## config.mk

```make
export PLATFORM = sky130hd
export DESIGN_NAME = dram_page_burst_ctrl
export DESIGN_NICKNAME = d
export VERILOG_FILES = /design/src/rtl/dram_burst_pkg.sv /design/src/rtl/dram_burst_seq.sv /design/src/rtl/dram_col_walk.sv /design/src/rtl/dram_beat_capture.sv /design/src/rtl/dram_page_burst_ctrl.sv
export SDC_FILE = /design/constraint.sdc
export NUM_CORES = 1
export LEC_CHECK = 0
export BUFFER_PORTS_ARGS = -buffer_cell sky130_fd_sc_hd__buf_4
export CAP_MARGIN = 0
export CORE_ASPECT_RATIO = 1.1
export CORE_MARGIN = 2
export CORE_UTILIZATION = 44
export CTS_CLUSTER_DIAMETER = 120
export DETAILED_ROUTE_END_ITERATION = 12
export PLACE_DENSITY = 0.77
export SETUP_SLACK_MARGIN = 0.5
export SYNTH_ARGS = -nofsm -noshare
export SYNTH_HDL_FRONTEND = slang
export SYNTH_SLANG_ARGS = --single-unit
```

## constraint.sdc

```tcl
create_clock -name clk -period 1.9 [get_ports clk]
set_input_delay 0.095 -clock clk [delete_from_list [all_inputs] [get_ports clk]]
set_output_delay 0.095 -clock clk [all_outputs]
set_load 0.05 [all_outputs]
```

## src/rtl/dram_burst_pkg.sv

```systemverilog
// Shared types and helpers for the page-mode DRAM burst read controller.
package dram_burst_pkg;

    // Phase of the controller: waiting, row open, or row precharging.
    typedef enum logic [1:0] {
        SEQ_IDLE  = 2'd0,
        SEQ_BURST = 2'd1,
        SEQ_PRECH = 2'd2
    } seq_state_e;

    // Number of cycles the row strobe is held low for one burst.
    function automatic int burst_total(input int lead, input int next, input int beats);
        return lead + (beats - 1) * next;
    endfunction

endpackage

```

## src/rtl/dram_burst_seq.sv

```systemverilog
// Burst sequencer: counts the cycles of each beat window and the precharge
// interval, and tells the strobe decode which phase the burst is in.
// Assumes LEAD_CYC >= 2, NEXT_CYC >= 2, PRECHARGE >= 1 and BEATS a power
// of two that is at least 2.
module dram_burst_seq
    import dram_burst_pkg::*;
#(
    parameter int BEATS     = 4,
    parameter int LEAD_CYC  = 5,
    parameter int NEXT_CYC  = 3,
    parameter int PRECHARGE = 3
) (
    input  logic                     clk,
    input  logic                     rst_n,
    input  logic                     req_start,
    output logic                     req_ready,
    output logic                     accept,
    output logic                     burst_open,
    output logic                     row_phase,
    output logic                     col_strobe,
    output logic                     beat_end,
    output logic                     final_beat,
    output logic [$clog2(BEATS)-1:0] beat_idx
);

    localparam int WORD_W  = $clog2(BEATS);
    localparam int LONGEST = (LEAD_CYC > NEXT_CYC) ? LEAD_CYC : NEXT_CYC;
    localparam int SUB_W   = $clog2(LONGEST + 1);
    localparam int PRE_W   = $clog2(PRECHARGE + 1);

    seq_state_e        state_q;
    logic [WORD_W-1:0] beat_q;
    logic [SUB_W-1:0]  sub_q;
    logic [PRE_W-1:0]  pre_q;
    logic [SUB_W-1:0]  len_m1;
    logic              pre_last;

    // Length of the current beat window minus one.
    always_comb begin
        len_m1 = (beat_q == '0) ? SUB_W'(LEAD_CYC - 1) : SUB_W'(NEXT_CYC - 1);
    end

    // Phase flags derived from the counters.
    always_comb begin
        burst_open = (state_q == SEQ_BURST);
        row_phase  = burst_open && (beat_q == '0) && (sub_q == '0);
        col_strobe = burst_open && (sub_q != '0);
        beat_end   = burst_open && (sub_q == len_m1);
        final_beat = (beat_q == WORD_W'(BEATS - 1));
        pre_last   = (state_q == SEQ_PRECH) && (pre_q == PRE_W'(PRECHARGE - 1));
        req_ready  = (state_q == SEQ_IDLE) || pre_last;
        accept     = req_start && req_ready;
        beat_idx   = beat_q;
    end

    // Advance through the beat windows, then the precharge interval.
    always_ff @(posedge clk) begin
        if (!rst_n) begin
            state_q <= SEQ_IDLE;
            beat_q  <= '0;
            sub_q   <= '0;
            pre_q   <= '0;
        end else begin
            case (state_q)
                SEQ_IDLE: begin
                    if (accept) begin
                        state_q <= SEQ_BURST;
                        beat_q  <= '0;
                        sub_q   <= '0;
                    end
                end
                SEQ_BURST: begin
                    if (beat_end) begin
                        sub_q <= '0;
                        if (final_beat) begin
                            state_q <= SEQ_PRECH;
                            pre_q   <= '0;
                        end else begin
                            beat_q <= beat_q + 1'b1;
                        end
                    end else begin
                        sub_q <= sub_q + 1'b1;
                    end
                end
                SEQ_PRECH: begin
                    if (pre_last) begin
                        if (accept) begin
                            state_q <= SEQ_BURST;
                            beat_q  <= '0;
                            sub_q   <= '0;
                        end else begin
                            state_q <= SEQ_IDLE;
                        end
                    end else begin
                        pre_q <= pre_q + 1'b1;
                    end
                end
                default: state_q <= SEQ_IDLE;
            endcase
        end
    end

endmodule

```

## src/rtl/dram_col_walk.sv

```systemverilog
// Address holder: latches the row and starting column of an accepted
// request and produces the column for the current beat, wrapping inside
// the aligned group of BEATS words. Assumes BEATS is a power of two >= 2.
module dram_col_walk #(
    parameter int ADDR_W = 14,
    parameter int BEATS  = 4
) (
    input  logic                     clk,
    input  logic                     rst_n,
    input  logic                     load,
    input  logic [2*ADDR_W-1:0]      line_in,
    input  logic [$clog2(BEATS)-1:0] beat_idx,
    output logic [ADDR_W-1:0]        row_out,
    output logic [ADDR_W-1:0]        col_out
);

    localparam int WORD_W = $clog2(BEATS);

    logic [ADDR_W-1:0] row_q;
    logic [ADDR_W-1:0] col_q;
    logic [WORD_W-1:0] word_sum;

    // Capture the line address when a request is accepted.
    always_ff @(posedge clk) begin
        if (!rst_n) begin
            row_q <= '0;
            col_q <= '0;
        end else if (load) begin
            row_q <= line_in[2*ADDR_W-1:ADDR_W];
            col_q <= line_in[ADDR_W-1:0];
        end
    end

    // Offset only the low bits, so the column wraps within the line.
    always_comb begin
        word_sum = col_q[WORD_W-1:0] + beat_idx;
        row_out  = row_q;
        col_out  = {col_q[ADDR_W-1:WORD_W], word_sum};
    end

endmodule

```

## src/rtl/dram_beat_capture.sv

```systemverilog
// Beat capture: registers read data at the end of each beat window and
// presents it for one cycle with its word index and an end-of-line flag.
module dram_beat_capture #(
    parameter int DATA_W = 64,
    parameter int WORD_W = 2
) (
    input  logic              clk,
    input  logic              rst_n,
    input  logic              take,
    input  logic              take_last,
    input  logic [DATA_W-1:0] dq_in,
    input  logic [WORD_W-1:0] word_in,
    output logic              valid,
    output logic [DATA_W-1:0] data,
    output logic [WORD_W-1:0] word,
    output logic              done
);

    // One-cycle valid and done strobes.
    always_ff @(posedge clk) begin
        if (!rst_n) begin
            valid <= 1'b0;
            done  <= 1'b0;
        end else begin
            valid <= take;
            done  <= take && take_last;
        end
    end

    // Hold the last captured beat and its word index.
    always_ff @(posedge clk) begin
        if (!rst_n) begin
            data <= '0;
            word <= '0;
        end else if (take) begin
            data <= dq_in;
            word <= word_in;
        end
    end

endmodule

```

## src/rtl/dram_page_burst_ctrl.sv

```systemverilog
// Page-mode DRAM burst read controller (top). It accepts one line request,
// opens the row once, walks BEATS columns at the cadence chosen by
// EDO_MODE (0: fast page, 1: extended data out), returns each beat, then
// precharges the row. Strobes are decoded from the sequencer state flops,
// so address and strobes change on the same clock edge. Assumes the DRAM
// meets its setup times within one clock period.
module dram_page_burst_ctrl #(
    parameter int ADDR_W    = 14,
    parameter int DATA_W    = 64,
    parameter int BEATS     = 4,
    parameter int EDO_MODE  = 0,
    parameter int LEAD_CYC  = 5,
    parameter int FPM_CYC   = 3,
    parameter int EDO_CYC   = 2,
    parameter int PRECHARGE = 3
) (
    input  logic                     clk,
    input  logic                     rst_n,
    input  logic                     req_start,
    input  logic [2*ADDR_W-1:0]      req_line,
    output logic                     req_ready,
    output logic                     rsp_valid,
    output logic [DATA_W-1:0]        rsp_data,
    output logic [$clog2(BEATS)-1:0] rsp_word,
    output logic                     rsp_done,
    output logic [ADDR_W-1:0]        dram_addr,
    output logic                     dram_ras_n,
    output logic                     dram_cas_n,
    output logic                     dram_oe_n,
    input  logic [DATA_W-1:0]        dram_dq_in
);

    localparam int WORD_W   = $clog2(BEATS);
    localparam int NEXT_CYC = (EDO_MODE != 0) ? EDO_CYC : FPM_CYC;

    logic              accept;
    logic              burst_open;
    logic              row_phase;
    logic              col_strobe;
    logic              beat_end;
    logic              final_beat;
    logic [WORD_W-1:0] beat_idx;
    logic [ADDR_W-1:0] row_addr;
    logic [ADDR_W-1:0] col_addr;

    dram_burst_seq #(
        .BEATS    (BEATS),
        .LEAD_CYC (LEAD_CYC),
        .NEXT_CYC (NEXT_CYC),
        .PRECHARGE(PRECHARGE)
    ) u_seq (
        .clk       (clk),
        .rst_n     (rst_n),
        .req_start (req_start),
        .req_ready (req_ready),
        .accept    (accept),
        .burst_open(burst_open),
        .row_phase (row_phase),
        .col_strobe(col_strobe),
        .beat_end  (beat_end),
        .final_beat(final_beat),
        .beat_idx  (beat_idx)
    );

    dram_col_walk #(
        .ADDR_W(ADDR_W),
        .BEATS (BEATS)
    ) u_cols (
        .clk     (clk),
        .rst_n   (rst_n),
        .load    (accept),
        .line_in (req_line),
        .beat_idx(beat_idx),
        .row_out (row_addr),
        .col_out (col_addr)
    );

    dram_beat_capture #(
        .DATA_W(DATA_W),
        .WORD_W(WORD_W)
    ) u_cap (
        .clk      (clk),
        .rst_n    (rst_n),
        .take     (beat_end),
        .take_last(final_beat),
        .dq_in    (dram_dq_in),
        .word_in  (col_addr[WORD_W-1:0]),
        .valid    (rsp_valid),
        .data     (rsp_data),
        .word     (rsp_word),
        .done     (rsp_done)
    );

    // Strobe and address decode from the sequencer phase.
    always_comb begin
        dram_ras_n = !burst_open;
        dram_cas_n = !col_strobe;
        dram_oe_n  = !(burst_open && !row_phase);
        dram_addr  = row_phase ? row_addr : col_addr;
    end

endmodule

```

==> results.json, run 1 <==
{
  "finalCritPeriodShare_pct": 106,
  "drive_gt1_share_pct": 43.0,
  "syn_area_um2": 4650,
  "synth_fp_nets": 615,
  "fin_worst_skew_ns": 0.00644,
  "rr_endpoint": "u_cap.data[19]$_SDFFE_PN0P_",
  "area_growth_syn_to_layout_pct": 60.3,
  "violations": "negative setup slack",
  "nFillCells": 751,
  "drc": 0,
  "die_w_um": 102,
  "dieArea_um2": 11400,
  "seq_area_frac_synth_pct": 45.2,
  "multiInputGateArea_um2": 2550,
  "grt_max_degree": 136,
  "maxSlewHeadroom_pct": 60.7,
  "r2r_slack_ns": -0.06,
  "portBuffers": 180,
  "grt-ovfl-total": 0,
  "final_core_util_pct": 72.0,
  "die-height_um": 112,
  "clockBufferDepth": 2,
  "n_antenna_cell": 0,
  "cts_tree": "done",
  "cp-end-kind": "primary output",
  "hold_class": "in2reg",
  "period_minus_slack_ns": 2.02,
  "globalplace.congestion": 0.890,
  "pre_cts_ws_ns": -0.0406,
  "vias": 4595,
  "peakVddDrop_v": 0.000454,
  "holdCritStartpoint": "dram_dq_in[7]",
  "vias_per_cell": 5.33,
  "ys.flop_type": "dfxtp_1",
  "grt_first_pass_wirelength_um": 21900,
  "p_leak_nw": 3.09,
  "first_pass_iters": 4,
  "layout.nets": 815,
  "start_util_pct": 44.9,
  "htreeDepth": 3,
  "min_to": "u_cap.data[7]$_SDFFE_PN0P_",
  "drt_iter0_drc": 225,
  "max-cap-violations": 0,
  "clk_latency_ns": 0.34,
  "synth_edf_count": 0,
  "ys_types": 44,
  "numCtsBuffers": 9,
  "worst_slack_ns": -0.123,
  "maxSlewViolCount": 0,
  "clk_pin_slew_ns": 0.07,
  "crit_arrival_ns": 1.93,
  "hpwl_um": 8830,
  "async_flop_share_pct": 0,
  "r2r_start": "u_seq.beat_idx[1]$_SDFFE_PN0P_",
  "clkSinkCount": 105,
  "rsz0062_at_grt": "true",
  "worst_pin_slew_ns": 0.589,
  "regArea_um2": 2120,
  "avgSynthCellArea_um2": 9.04,
  "wl_per_cell_um": 16.5,
  "power_density_nw_per_um2": 690,
  "setup_violations": 61,
  "hold_depth": 3,
  "antenna_found_initial": 0,
  "rr_worst_depth": 11,
  "clock-root-buffer": "clkbuf_16",
  "status": "complete, but fails checks",
  "grtUsageTotal_pct": 24.1,
  "start_kind": "register",
  "grt_pass1_vias": 4601,
  "required_ns": 1.80,
  "ioPinCount": 181,
  "final-hold-violation-count": 0,
  "fp-row-count": 39,
  "syn_inst": 514,
  "crit_fanout": 7,
  "max_freq_mhz": 494,
  "routed_wl_um": 14200,
  "crit_type": "reg2out",
  "final_antenna_net_count": 0,
  "synth_warnings": 0,
  "ys_seq_elements": 105,
  "fp.coreArea_um2": 10300
}
-- cell usage in the layout (no fill, tap or decap), types with 4 or more instances in the layout --
cell type and instances:
a21oi_1 29, buf_12 9, buf_16 7, buf_4 181, buf_6 27, buf_8 7
clkbuf_16 11, dfxtp_1 98, dfxtp_2 4, inv_1 5, mux2_4 14, mux2i_1 67
nand2_1 136, nand4_1 29, o31ai_1 17, o31ai_2 9
-- power by group --
group,internal [W],total [W],switching (W)
Clock,0.00122,0.00203,0.000807
Sequential,0.00224,0.00228,0.0000333
Combinational,0.000386,0.000834,0.000448
-- layout make-up --
cell class,count,area share [%]
multi-input cells,352,34.3
repair buffers,236,29.8
flip-flops and latches,105,28.4
well taps,143,2.40
clock inverters,5,1.04
inverters,10,0.605
clock buffers,11,3.39
-- registers in the layout (all words and copies together) (netlist names) --
register	cells
u_seq.beat_idx	2
u_cap.word	2
u_cols.col_q	14
u_seq.pre_q	2
u_cap.data	64
u_cap.done	1
u_seq.sub_q	3
u_cols.row_out	14
u_seq.state_q	2
u_cap.valid	1
-- what timing repair did --
action                                 CTS  global route
setup endpoints to repair              123           122
hold buffers                             3             0
pin swaps                               14             7
setup buffers                           17             6
gates resized for setup                 83            27
cloned                                   8             1
endpoints found under the hold margin    3             0
-- critical path, cell delays in order, from the launching register on --
cell	delay [ns]
dfxtp_2	0.33
inv_2	0.06
ha_4	0.14
buf_6	0.09
nand3b_1	0.12
nor2_4	0.19
clkbuf_16	0.19
mux2_4	0.30
buf_6	0.15
-- metrics by stage --
step | hold slack [ns] | TNS (ns) | std cells | total power [W] | instance area [um2]
2_1_floorplan | 0.237 | 0 | 514 | 0.00276 | 4750
3_3_place_gp | 0.352 | 0 | 811 | 0.00302 | 6250
3_5_place_dp | 0.358 | -0.291 | 811 | 0.00304 | 6250
4_1_cts | 0.000126 | -2.37 | 855 | 0.00513 | 7280
5_1_grt | 0.00128 | -9.07 | 862 | 0.00532 | 7450
6_report | 0.00442 | -2.84 | 862 | 0.00514 | 7450
-- layer usage --
metal  part of all wire [%]  wire, um  global-route usage, %  up-vias
met4                    2.4       337                   10.8        0
met2                     51      7220                   40.9      203
met1                     39      5480                   28.1     2169
met5                      0         0                      0        -
met3                    8.1      1160                   6.21       26
li1                       -         -                      -     2197
-- synthesized netlist by cell type, types with 3 or more instances --
library cell    n  share of area (%)
a211oi_1        3               0.48
mux2_2         14                3.4
nand2_1       136                 11
nand3b_1        3               0.48
buf_4           4               0.65
nand4_1        29                3.9
o311ai_0        4               0.75
nor2_1          3               0.24
ha_1            6                1.6
o31ai_1        29                4.7
clkbuf_1       33                2.7
mux2i_1        67                 14
buf_6           3               0.73
buf_1           6               0.48
inv_1           8               0.65
dfxtp_1       105                 45
a21oi_1        31                3.3
-- worst max path at each step --
stage                                    from                          end  slack [ns]  cells past startpoint
3_3_place_gp   u_seq.beat_idx[1]$_SDFFE_PN0P_  u_cap.data[28]$_SDFFE_PN0P_        0.04                      6
4_1_cts        u_seq.beat_idx[1]$_SDFFE_PN0P_                dram_addr[10]       -0.16                      8
5_1_grt        u_seq.beat_idx[1]$_SDFFE_PN0P_                 dram_addr[9]       -0.20                      8
2_1_floorplan  u_seq.beat_idx[1]$_SDFFE_PN0P_  u_cap.data[34]$_SDFFE_PN0P_        0.04                      7
3_5_place_dp   u_seq.beat_idx[1]$_SDFFE_PN0P_  u_cap.data[48]$_SDFFE_PN0P_       -0.04                      6
6_report       u_seq.beat_idx[1]$_SDFFE_PN0P_                 dram_addr[9]       -0.12                      8
-- kinds of logic (layout without fill, tap and decap cells) --
kind of cell,after synthesis,after routing,synth area share (%)
AO/OA/AOI/OAI,74,74,10.6
adder cells (fa/ha/maj),6,6,1.62
buffers and inverters,57,262,5.44
AND/OR/NAND/NOR,189,189,18.6
XOR/XNOR,2,2,0.700
flip-flops,105,105,45.2
multiplexers,81,81,17.8
No activity file was read; power rests on OpenSTA's default activity.
==> inputs of run 2 (changes only) <==
--- a/config.mk
+++ b/config.mk
@@ -9,11 +9,12 @@
 export CAP_MARGIN = 0
 export CORE_ASPECT_RATIO = 1.1
 export CORE_MARGIN = 2
-export CORE_UTILIZATION = 44
+export CORE_UTILIZATION = 46
+export CTS_BUF_LIST = sky130_fd_sc_hd__clkbuf_2
 export CTS_CLUSTER_DIAMETER = 120
 export DETAILED_ROUTE_END_ITERATION = 12
-export PLACE_DENSITY = 0.77
-export SETUP_SLACK_MARGIN = 0.5
+export PLACE_DENSITY = 0.8
+export SETUP_SLACK_MARGIN = 0.1
 export SYNTH_ARGS = -nofsm -noshare
 export SYNTH_HDL_FRONTEND = slang
 export SYNTH_SLANG_ARGS = --single-unit
==> run 2 against run 1 <==
Net effect: the run still ends with negative setup slack left; sequential power hardly changed; routed wire length rose by 18%; cell count grew 7.2%; global-route usage is 4.2 points higher; total power fell by 18%; first-iteration DRC count up 73%; sequential share of layout area fell by 1.7 points; worst hold slack better by 0.045 ns; clock-buffer cell count shrank 2; die area shrank 4.2%; clock skew rose by 0.020 ns; critical path type unchanged; largest cell class is now non-clock buffers.
==> results.json, run 2 (synthesis gave the netlist of run 1 again) <==
{
  "maxSlewHeadroom_pct": 53.6,
  "setup_violations": 84,
  "hold_depth": 4,
  "top_register": "u_cap.data",
  "p_leak_nw": 3.33,
  "hpwl_um": 8590,
  "drive_gt1_share_pct": 35.9,
  "crit_type": "reg2out",
  "fp-row-count": 38,
  "clkSinkCount": 105,
  "drt_iter0_drc": 390,
  "clock-root-buffer": "clkbuf_2",
  "grt_pass1_vias": 5048,
  "layout_common_cells": "188 x buf_4, 136 x nand2_1, 100 x dfxtp_1",
  "crit_arrival_ns": 2.19,
  "die_w_um": 99.8,
  "worst_pin_slew_ns": 0.695,
  "vias": 5049,
  "numCtsBuffers": 9,
  "clk_latency_ns": 0.56,
  "globalplace.congestion": 0.803,
  "hold_class": "in2reg",
  "die-height_um": 109,
  "max-cap-violations": 0,
  "final-hold-violation-count": 0,
  "drc": 0,
  "peakVddDrop_v": 0.000341,
  "max_freq_mhz": 437,
  "r2r_start": "u_seq.beat_idx[1]$_SDFFE_PN0P_",
  "r2r_slack_ns": -0.34,
  "wl_per_cell_um": 18.1,
  "grt_max_degree": 76,
  "holdCritStartpoint": "req_start",
  "portBuffers": 180,
  "final_core_util_pct": 80.2,
  "vias_per_cell": 5.46,
  "layout.nets": 900,
  "layoutNonFillerInstCount": 924,
  "maxSlewViolCount": 0,
  "wl_met3_um": 1040,
  "n_antenna_cell": 0,
  "violations": "negative setup slack",
  "wl_met2_um": 8940,
  "clk_pin_slew_ns": 0.29,
  "routed_wl_um": 16700,
  "clockBufferDepth": 2,
  "rsz0062_at_grt": "true",
  "rr_endpoint": "u_cap.data[7]$_SDFFE_PN0P_",
  "power_density_nw_per_um2": 535,
  "cp-end-kind": "primary output",
  "wl_met1_um": 6290,
  "start_util_pct": 47.2,
  "grt-ovfl-total": 0,
  "fp.coreArea_um2": 9840,
  "start_kind": "register",
  "period_minus_slack_ns": 2.29,
  "grt_first_pass_wirelength_um": 24500,
  "htreeDepth": 3,
  "final_antenna_net_count": 0,
  "required_ns": 1.80,
  "design_area_um2": 7900,
  "worst_slack_ns": -0.390,
  "mostFrequentLayoutCell": "buf_4",
  "fin_worst_skew_ns": 0.0264,
  "highest_layer": "met4",
  "ioPinCount": 181,
  "antenna_found_initial": 0,
  "first_pass_iters": 6,
  "place_inst": 788,
  "grtUsageTotal_pct": 28.2,
  "place_area_um2": 6190,
  "min_to": "u_cols.row_out[7]$_SDFFE_PN0P_",
  "dieArea_um2": 10900,
  "cts_tree": "done",
  "finalCritPeriodShare_pct": 121,
  "rr_worst_depth": 10,
  "crit_fanout": 7,
  "status": "complete, but fails checks",
  "area_growth_syn_to_layout_pct": 69.9,
  "largest_register_ffs": 64
}
run 2: through the flow:
stage	setup TNS (ns)	setup WS [ns]	power (W)	hold WS [ns]
floorplan	0	0.0370	0.00274	0.237
global placement	0	0.0478	0.00300	0.352
detailed placement	-0.337	-0.0283	0.00302	0.362
CTS	-14.04	-0.440	0.00417	0.00991
global route	-29.01	-0.487	0.00438	0.0507
finish	-22.51	-0.390	0.00422	0.0489
run 2: power breakdown:
| group | switching (W) | internal (W) |
|---|---|---|
| Clock | 0.000788 | 0.000186 |
| Sequential | 0.0000256 | 0.00226 |
| Combinational | 0.000487 | 0.000479 |
run 2: repair_timing:
action                                 CTS  global route
setup endpoints to repair               86            90
gates cloned                             7             0
setup buffers                           12            10
resized for setup                       51            33
endpoints found under the hold margin  100             0
hold buffers                            93             0
pin swaps                                4             9
run 2: worst max-delay path: stages, from the launching register on:
cell,delay [ns]
dfxtp_1,0.39
and2b_2,0.30
clkinv_4,0.13
nor2_4,0.17
buf_6,0.17
mux2_4,0.33
buf_8,0.15
run 2: routing by layer:
layer | up-vias | GRT usage [%]
met2 | 223 | 51.6
met5 | - | 0
met3 | 43 | 6.93
met4 | 0 | 10.3
met1 | 2420 | 31.9
li1 | 2363 | -
run 2: how the worst max path moves through the flow:
| stage | slack, ns | to | startpoint | depth (start not counted) |
|---|---|---|---|---|
| global route | -0.49 | dram_addr[3] | u_seq.sub_q[0]$_SDFFE_PN0P_ | 7 |
| global placement | 0.05 | u_cap.data[57]$_SDFFE_PN0P_ | u_seq.beat_idx[0]$_SDFFE_PN0P_ | 6 |
| CTS | -0.44 | dram_addr[4] | u_seq.beat_idx[0]$_SDFFE_PN0P_ | 8 |
| floorplan | 0.04 | u_cap.data[34]$_SDFFE_PN0P_ | u_seq.beat_idx[1]$_SDFFE_PN0P_ | 7 |
| finish | -0.39 | dram_addr[10] | u_seq.state_q[1]$_SDFFE_PN0P_ | 6 |
| detailed placement | -0.03 | u_cap.data[47]$_SDFFE_PN0P_ | u_seq.beat_idx[1]$_SDFFE_PN0P_ | 6 |
run 2: final cells by class:
class / count / area, um2
repair buffers: 321 / 2980
multi-input cells: 352 / 2510
flip-flops and latches: 105 / 2110
fillers: 550 / 1950
well taps: 120 / 150
clock inverters: 7 / 56.3
clock buffers: 9 / 45.0
inverters: 10 / 42.5
